<file path="src/rtl/epa_pkg.sv">
package epa_pkg;
  localparam int A_THR_LO   = 0;
  localparam int A_THR_HI   = 1;
  localparam int A_STATUS   = 2;
  localparam int A_MASK     = 3;
  localparam int A_MODE     = 4;
  localparam int A_ENERGY   = 8;
  localparam int MODE_RCLR  = 6;

  typedef enum logic [1:0] {
    STEP_NONE = 2'd0,
    STEP_UP   = 2'd1,
    STEP_DN   = 2'd2
  } step_e;
endpackage

</file>
<file path="src/rtl/epa_chan.sv">
module epa_chan
  import epa_pkg::*;
#(
  parameter int PW    = 32,
  parameter int THR_W = 48,
  parameter int ACC_W = 50,
  parameter int EW    = 32
) (
  input  logic                 clk_i,
  input  logic                 rst_ni,
  input  logic                 vld_i,
  input  logic signed [PW-1:0] pwr_i,
  input  logic [THR_W-1:0]     thr_i,
  input  logic                 clr_i,
  output logic [EW-1:0]        energy_o,
  output logic                 hf_evt_o
);
  localparam logic [EW-1:0] E_MAX = {1'b0, {(EW-1){1'b1}}};
  localparam logic [EW-1:0] E_MIN = {1'b1, {(EW-1){1'b0}}};

  logic signed [ACC_W-1:0] acc_q, acc_sum, acc_nxt, thr_s, pwr_ext;
  logic [EW-1:0] energy_q, e_up, e_dn, e_step;
  step_e step;

  assign pwr_ext = ACC_W'(pwr_i);
  assign thr_s   = signed'({{(ACC_W-THR_W){1'b0}}, thr_i});
  assign acc_sum = acc_q + pwr_ext;
  assign e_up    = energy_q + EW'(1);
  assign e_dn    = energy_q - EW'(1);

  always_comb begin
    step    = STEP_NONE;
    acc_nxt = acc_sum;
    e_step  = energy_q;
    if (acc_sum >= thr_s) begin
      step    = STEP_UP;
      acc_nxt = acc_sum - thr_s;
      e_step  = e_up;
    end else if (acc_sum <= -thr_s) begin
      step    = STEP_DN;
      acc_nxt = acc_sum + thr_s;
      e_step  = e_dn;
    end
  end

  always_ff @(posedge clk_i or negedge rst_ni) begin
    if (!rst_ni) begin
      acc_q    <= '0;
      energy_q <= '0;
    end else begin
      if (vld_i) acc_q <= acc_nxt;
      if (clr_i) begin
        // step from a colliding sample survives the clear
        if (vld_i && step == STEP_UP)      energy_q <= EW'(1);
        else if (vld_i && step == STEP_DN) energy_q <= '1;
        else                               energy_q <= '0;
      end else if (vld_i) begin
        energy_q <= e_step;
      end
    end
  end

  assign hf_evt_o = vld_i && (step != STEP_NONE) && (e_step[EW-2] != energy_q[EW-2]);
  assign energy_o = energy_q;

  p_one_step_r2: assert property (@(posedge clk_i) disable iff (!rst_ni)
    !clr_i |=> (energy_q == $past(energy_q) || energy_q == $past(energy_q) + EW'(1)
                || energy_q == $past(energy_q) - EW'(1)));
  p_idle_hold_r2: assert property (@(posedge clk_i) disable iff (!rst_ni)
    (!vld_i && !clr_i) |=> $stable(energy_q));
  p_wrap_up_r4: assert property (@(posedge clk_i) disable iff (!rst_ni)
    (vld_i && !clr_i && step == STEP_UP && energy_q == E_MAX) |=> energy_q == E_MIN);
  p_wrap_dn_r4: assert property (@(posedge clk_i) disable iff (!rst_ni)
    (vld_i && !clr_i && step == STEP_DN && energy_q == E_MIN) |=> energy_q == E_MAX);
  p_clr_zero_r8: assert property (@(posedge clk_i) disable iff (!rst_ni)
    (clr_i && !vld_i) |=> energy_q == '0);
  p_collide_keep_r9: assert property (@(posedge clk_i) disable iff (!rst_ni)
    (clr_i && vld_i && step == STEP_UP) |=> energy_q == EW'(1));
endmodule

</file>
<file path="src/rtl/epa_csr.sv">
module epa_csr
  import epa_pkg::*;
#(
  parameter int NCH   = 3,
  parameter int THR_W = 48,
  parameter int EW    = 32,
  parameter int DW    = 32,
  parameter int AW    = 4
) (
  input  logic                    clk_i,
  input  logic                    rst_ni,
  input  logic                    we_i,
  input  logic                    re_i,
  input  logic [AW-1:0]           addr_i,
  input  logic [DW-1:0]           wdata_i,
  input  logic                    hf_evt_i,
  input  logic [NCH-1:0][EW-1:0]  energy_i,
  output logic [DW-1:0]           rdata_o,
  output logic [THR_W-1:0]        thr_eff_o,
  output logic [NCH-1:0]          clr_o,
  output logic                    irq_no
);
  localparam int HALF = THR_W / 2;

  logic [THR_W-1:0] thr_q;
  logic status_q, mask_q, rclr_q;
  logic [DW-1:0] rdata_q, rd_mux;
  logic wr_lo, wr_hi, wr_stat, wr_mask, wr_mode;
  logic unused_wdata;

  assign wr_lo   = we_i && addr_i == AW'(A_THR_LO);
  assign wr_hi   = we_i && addr_i == AW'(A_THR_HI);
  assign wr_stat = we_i && addr_i == AW'(A_STATUS);
  assign wr_mask = we_i && addr_i == AW'(A_MASK);
  assign wr_mode = we_i && addr_i == AW'(A_MODE);
  assign unused_wdata = ^wdata_i;

  always_ff @(posedge clk_i or negedge rst_ni) begin
    if (!rst_ni) begin
      thr_q    <= '0;
      status_q <= 1'b0;
      mask_q   <= 1'b0;
      rclr_q   <= 1'b0;
    end else begin
      if (wr_lo) thr_q[HALF-1:0]     <= wdata_i[HALF-1:0];
      if (wr_hi) thr_q[THR_W-1:HALF] <= {1'b0, wdata_i[HALF-2:0]};
      if (wr_mask) mask_q <= wdata_i[0];
      if (wr_mode) rclr_q <= wdata_i[MODE_RCLR];
      // set beats clear
      if (hf_evt_i)                    status_q <= 1'b1;
      else if (wr_stat && wdata_i[0])  status_q <= 1'b0;
    end
  end

  always_comb begin
    rd_mux = '0;
    case (addr_i)
      AW'(A_THR_LO): rd_mux = DW'(thr_q[HALF-1:0]);
      AW'(A_THR_HI): rd_mux = DW'(thr_q[THR_W-1:HALF]);
      AW'(A_STATUS): rd_mux = DW'(status_q);
      AW'(A_MASK):   rd_mux = DW'(mask_q);
      AW'(A_MODE):   rd_mux = DW'(rclr_q) << MODE_RCLR;
      default: begin
        for (int ch = 0; ch < NCH; ch++)
          if (addr_i == AW'(A_ENERGY + ch)) rd_mux = DW'($signed(energy_i[ch]));
      end
    endcase
  end

  always_ff @(posedge clk_i or negedge rst_ni) begin
    if (!rst_ni)   rdata_q <= '0;
    else if (re_i) rdata_q <= rd_mux;
  end

  for (genvar g = 0; g < NCH; g++) begin : g_clr
    assign clr_o[g] = re_i && rclr_q && addr_i == AW'(A_ENERGY + g);
  end

  assign thr_eff_o = (thr_q == '0) ? THR_W'(1) : thr_q;
  assign rdata_o   = rdata_q;
  assign irq_no    = !(status_q && mask_q);

  p_hf_set_r5: assert property (@(posedge clk_i) disable iff (!rst_ni)
    hf_evt_i |=> status_q);
  p_w1c_r6: assert property (@(posedge clk_i) disable iff (!rst_ni)
    (wr_stat && wdata_i[0] && !hf_evt_i) |=> !status_q);
  p_irq_low_r7: assert property (@(posedge clk_i) disable iff (!rst_ni)
    (hf_evt_i && mask_q && !wr_mask) |=> !irq_no);
  p_thr_sign_r1: assert property (@(posedge clk_i) disable iff (!rst_ni)
    wr_hi |=> !thr_q[THR_W-1]);
endmodule

</file>
<file path="src/rtl/energy_pulse_accum.sv">
module energy_pulse_accum
  import epa_pkg::*;
#(
  parameter int NCH   = 3,
  parameter int PW    = 32,
  parameter int THR_W = 48,
  parameter int EW    = 32,
  parameter int DW    = 32,
  parameter int AW    = 4
) (
  input  logic                    clk_i,
  input  logic                    rst_ni,
  input  logic                    smp_vld_i,
  input  logic [NCH-1:0][PW-1:0]  pwr_i,
  input  logic                    reg_we_i,
  input  logic                    reg_re_i,
  input  logic [AW-1:0]           reg_addr_i,
  input  logic [DW-1:0]           reg_wdata_i,
  output logic [DW-1:0]           reg_rdata_o,
  output logic                    irq_no
);
  localparam int ACC_W = THR_W + 2;

  logic [THR_W-1:0]        thr_eff;
  logic [NCH-1:0]          clr;
  logic [NCH-1:0]          hf_evt;
  logic [NCH-1:0][EW-1:0]  energy;

  for (genvar g = 0; g < NCH; g++) begin : g_ch
    epa_chan #(
      .PW(PW), .THR_W(THR_W), .ACC_W(ACC_W), .EW(EW)
    ) u_chan (
      .clk_i    (clk_i),
      .rst_ni   (rst_ni),
      .vld_i    (smp_vld_i),
      .pwr_i    (pwr_i[g]),
      .thr_i    (thr_eff),
      .clr_i    (clr[g]),
      .energy_o (energy[g]),
      .hf_evt_o (hf_evt[g])
    );
  end

  epa_csr #(
    .NCH(NCH), .THR_W(THR_W), .EW(EW), .DW(DW), .AW(AW)
  ) u_csr (
    .clk_i     (clk_i),
    .rst_ni    (rst_ni),
    .we_i      (reg_we_i),
    .re_i      (reg_re_i),
    .addr_i    (reg_addr_i),
    .wdata_i   (reg_wdata_i),
    .hf_evt_i  (|hf_evt),
    .energy_i  (energy),
    .rdata_o   (reg_rdata_o),
    .thr_eff_o (thr_eff),
    .clr_o     (clr),
    .irq_no    (irq_no)
  );

  p_clr_onehot_r8: assert property (@(posedge clk_i) disable iff (!rst_ni)
    $onehot0(clr));
endmodule

</file>
<file path="config.mk">
export PLATFORM = sky130hd
export DESIGN_NAME = energy_pulse_accum
export DESIGN_NICKNAME = d
export VERILOG_FILES = /design/src/rtl/epa_pkg.sv /design/src/rtl/epa_chan.sv /design/src/rtl/epa_csr.sv /design/src/rtl/energy_pulse_accum.sv
export SDC_FILE = /design/constraint.sdc
export NUM_CORES = 2
export LEC_CHECK = 0
export BUFFER_PORTS_ARGS = -buffer_cell sky130_fd_sc_hd__buf_2
export CORE_AREA = 2 2 410 249
export DETAILED_ROUTE_END_ITERATION = 8
export DIE_AREA = 0 0 412 251
export PLACE_DENSITY = 0.67
export SLEW_MARGIN = 20
export SYNTH_ARGS = -nofsm -noshare
export SYNTH_HDL_FRONTEND = slang
export SYNTH_HIERARCHICAL = 1
export SYNTH_SLANG_ARGS = --single-unit
export TNS_END_PERCENT = 20
</file>
<file path="constraint.sdc">
create_clock -name clk_i -period 6.7 [get_ports clk_i]
set_input_delay 1.005 -clock clk_i [delete_from_list [all_inputs] [get_ports clk_i]]
set_output_delay 1.005 -clock clk_i [all_outputs]
set_load 0.05 [all_outputs]
</file>
==> qor.txt <==
CP Class = in -> reg
Outcome = complete, but fails checks
Total gr overflow = 0
Dpl cells = 9535
Fmax = 149 MHz
GRT Util Overall = 43.4%
Skew final = 0.0475 ns
Clock Latency Late Sink = 0.67 ns
CP most frequent cell = buf_4
Fill count = 8802
Clock Sink Count = 328
Layout Cells excl Fill = 9643
CP peak stage delay = 0.45 ns
Fin crit share = 100%
Clock slew at reported path FFs = 0.07 ns
WL/cell = 24.4 um
Layout cells sized above 1 = 27.2%
Worst rel slew slack = 33.4%
Die Area = 0.103 mm^2
Worst-Margin Slew = 0.999 ns
Maxcap violations = 0
FP Rows = 90
Largest fanout on the critical path = 10
Initial core utilization = 50.6%
Top FF cell, synth = dfrtp_1
Critical path's slowest cell = a221o_1
Final Hold Viols = 0
Final Max Tran Viols = 0
Nets@finish = 9008
Design area = 0.0668 mm^2
Vias per cell = 6.40
Placement-stage cell area = 0.0638 mm^2
Die height = 251 um
Post-synthesis async set-or-reset flop share = 100%
Yosys Warn Count = 6
Setup crit end kind = flip-flop
Fin util = 67.0%
Final setup margin = -0.0220 ns
Layout Area Growth over Synthesis = 32.4%
ANT nets after route = 0
TritonCTS Buffers = 41
Dpl hpwl = 186 mm
Pin count of the biggest net entering global routing = 105
HP Class = in -> async
PortBufs = 161
Mapped Cells = 6833
Failing checks = negative setup slack
Synth Register Bits = 328
Worst EP required = 7.23 ns
CP Launch Type = input pin
Mapped cell area = 0.0504 mm^2
Seq/Total Area, Yosys = 16.3%
WHS = 0.334 ns
Post-synth cell types = 109
Root Buffer = clkbuf_16
Via count = 61692
Routability cong. = 1.09
DR pass1 iterations = 9
Synthesized area per cell = 7.38 um^2
Initial DRC Count = 9059
Area of the core = 0.0998 mm^2
Final Setup Violations = 5
Number of antenna violations at the first check in global routing = 17
CTS max path bufs = 3
CTS tree = yes
Vias in the first global route = 56596
Tmin final = 6.72 ns
Die width = 412 um
DRT Wirelength = 236 mm
Worst r2r dst = u_csr/status_q$_DFFE_PN0P_
RSZ-0062 raised after global routing = true
DRC = 0
Num ports = 170
Net Count, Synth = 7564
Reg2Reg Setup Slack = 0.12 ns
Hold-fix buffer count after cts = 0
First-pass GRT wire length = 348 mm
FF-to-FF path depth = 28
Worst r2r src = u_csr/thr_q[11]$_DFFE_PN0P_
Post-synth EDFFs = 0
H-tree depth = 2
WP data arrival = 7.26 ns
-- state kept, by name, indices dropped and copies added (netlist names) --
| name | cells |
|---|---|
| g_ch.u_chan/energy_o | 96 |
| g_ch.u_chan/acc_q | 150 |
| u_csr/status_q | 1 |
| u_csr/rclr_q | 1 |
| u_csr/thr_q | 47 |
| u_csr/mask_q | 1 |
| u_csr/rdata_o | 32 |
-- cells in the mapped netlist, drive strengths merged (63+ instances only) --
cell type / number / area share [%]
a211oi: 73 / 1.1
a21o: 169 / 2.5
a21oi: 636 / 6.3
a221o: 64 / 1.3
a221oi: 67 / 1.2
a31oi: 105 / 1.3
and3: 63 / 0.78
buf: 115 / 1.4
clkbuf: 290 / 2.2
dfrtp: 328 / 16
ha: 585 / 15
inv: 412 / 3.1
mux2: 86 / 2.1
mux2i: 63 / 1.3
nand2: 476 / 3.6
nand2b: 84 / 1.0
nand3: 187 / 1.9
nand4: 130 / 1.6
nor2: 723 / 5.4
nor3: 236 / 2.4
nor4: 93 / 1.3
o211ai: 65 / 1.0
o21ai: 405 / 4.1
o21bai: 101 / 1.5
o221ai: 87 / 1.5
or3: 67 / 0.84
xnor2: 308 / 5.4
xor2: 86 / 1.5
-- final cells by class --
cell class              instances  area, um^2  area share, %
clock buffers                  46        1070           1.61
flip-flops and latches        328        8210           12.3
well taps                    1334        1670           2.50
inverters                     414        1550           2.33
diodes                          2        5.00        0.00749
multi-input cells            5686       40100           60.0
repair buffers               1806       13800           20.7
clock inverters                27         365          0.547
-- placed cells by master (no fill, tap or decap), types with 78 or more instances in the layout --
master and n:
a21o_1 169, a21oi_1 612, a31oi_1 102, buf_2 156
buf_4 1591, dfrtp_1 328, ha_1 576, inv_1 410
nand2_1 460, nand2b_1 83, nand3_1 182, nand4_1 130
nor2_1 703, nor3_1 216, o21ai_0 358, o21bai_1 96
o221ai_1 84, xnor2_1 293, xor2_1 78
-- critical path: cells and delay by family --
family                     cells  cell delay (ns)
xor gates and xnor gates       1             0.18
buffers and inverters          6             1.17
AOI/OAI and AO/OA             10             2.06
muxes                          1             0.22
and+or+nand+nor               12             1.86
adders and majority gates      2             0.73
-- kinds of logic (layout without fill, tap and decap cells) --
group,count (synthesis),count (layout),share of synthesized area (%)
fa+ha+maj,594,594,14.9
xor+xnor,394,394,6.93
compound gates,2267,2267,29.9
other cells,1,3,0.00743
flops,328,328,16.3
mux,150,150,3.41
buf+inv,819,2293,6.62
simple gates,2280,2280,22.0
-- metal layers --
layer,share of wire [%],routed length [um],vias up,global-route usage [%]
li1,-,-,28214,-
met1,45,107000,29163,66.9
met2,36,84300,3941,54.6
met3,16,38700,362,17.6
met4,2.4,5720,12,8.86
met5,0.029,69,-,0
-- what timing repair did --
action                                 CTS  global route
cloned                                   2             4
buffers inserted                         2            25
gates resized for setup                 38           213
endpoints found under the hold margin    0             0
pin swaps                               12            76
setup endpoints to repair              191           246
-- metrics by stage --
step	TNS, ns	setup slack (ns)
3_3_place_gp	-169.39	-0.999
3_5_place_dp	-181.76	-1.04
6_report	-0.0693	-0.0220
2_1_floorplan	-0.111	-0.0467
4_1_cts	-0.0483	-0.0290
5_1_grt	-1.20	-0.101
-- worst max path at each step --
stage / to / startpoint / slack (ns)
after detailed placement: g_ch[1].u_chan/acc_q[12]$_DFFE_PN0P_ / pwr_i[32] / -1.04
after global placement: g_ch[1].u_chan/acc_q[12]$_DFFE_PN0P_ / pwr_i[33] / -1.0
final: u_csr/status_q$_DFFE_PN0P_ / pwr_i[63] / -0.02
after floorplan: g_ch[2].u_chan/acc_q[26]$_DFFE_PN0P_ / pwr_i[65] / -0.05
after CTS: g_ch[2].u_chan/energy_o[8]$_DFFE_PN0P_ / pwr_i[71] / -0.03
after global routing: g_ch[1].u_chan/energy_o[16]$_DFFE_PN0P_ / pwr_i[63] / -0.10
Power is left out: the tool's default activity adds up to more than one toggle a clock period on the data nets, which glitch-free logic cannot reach.
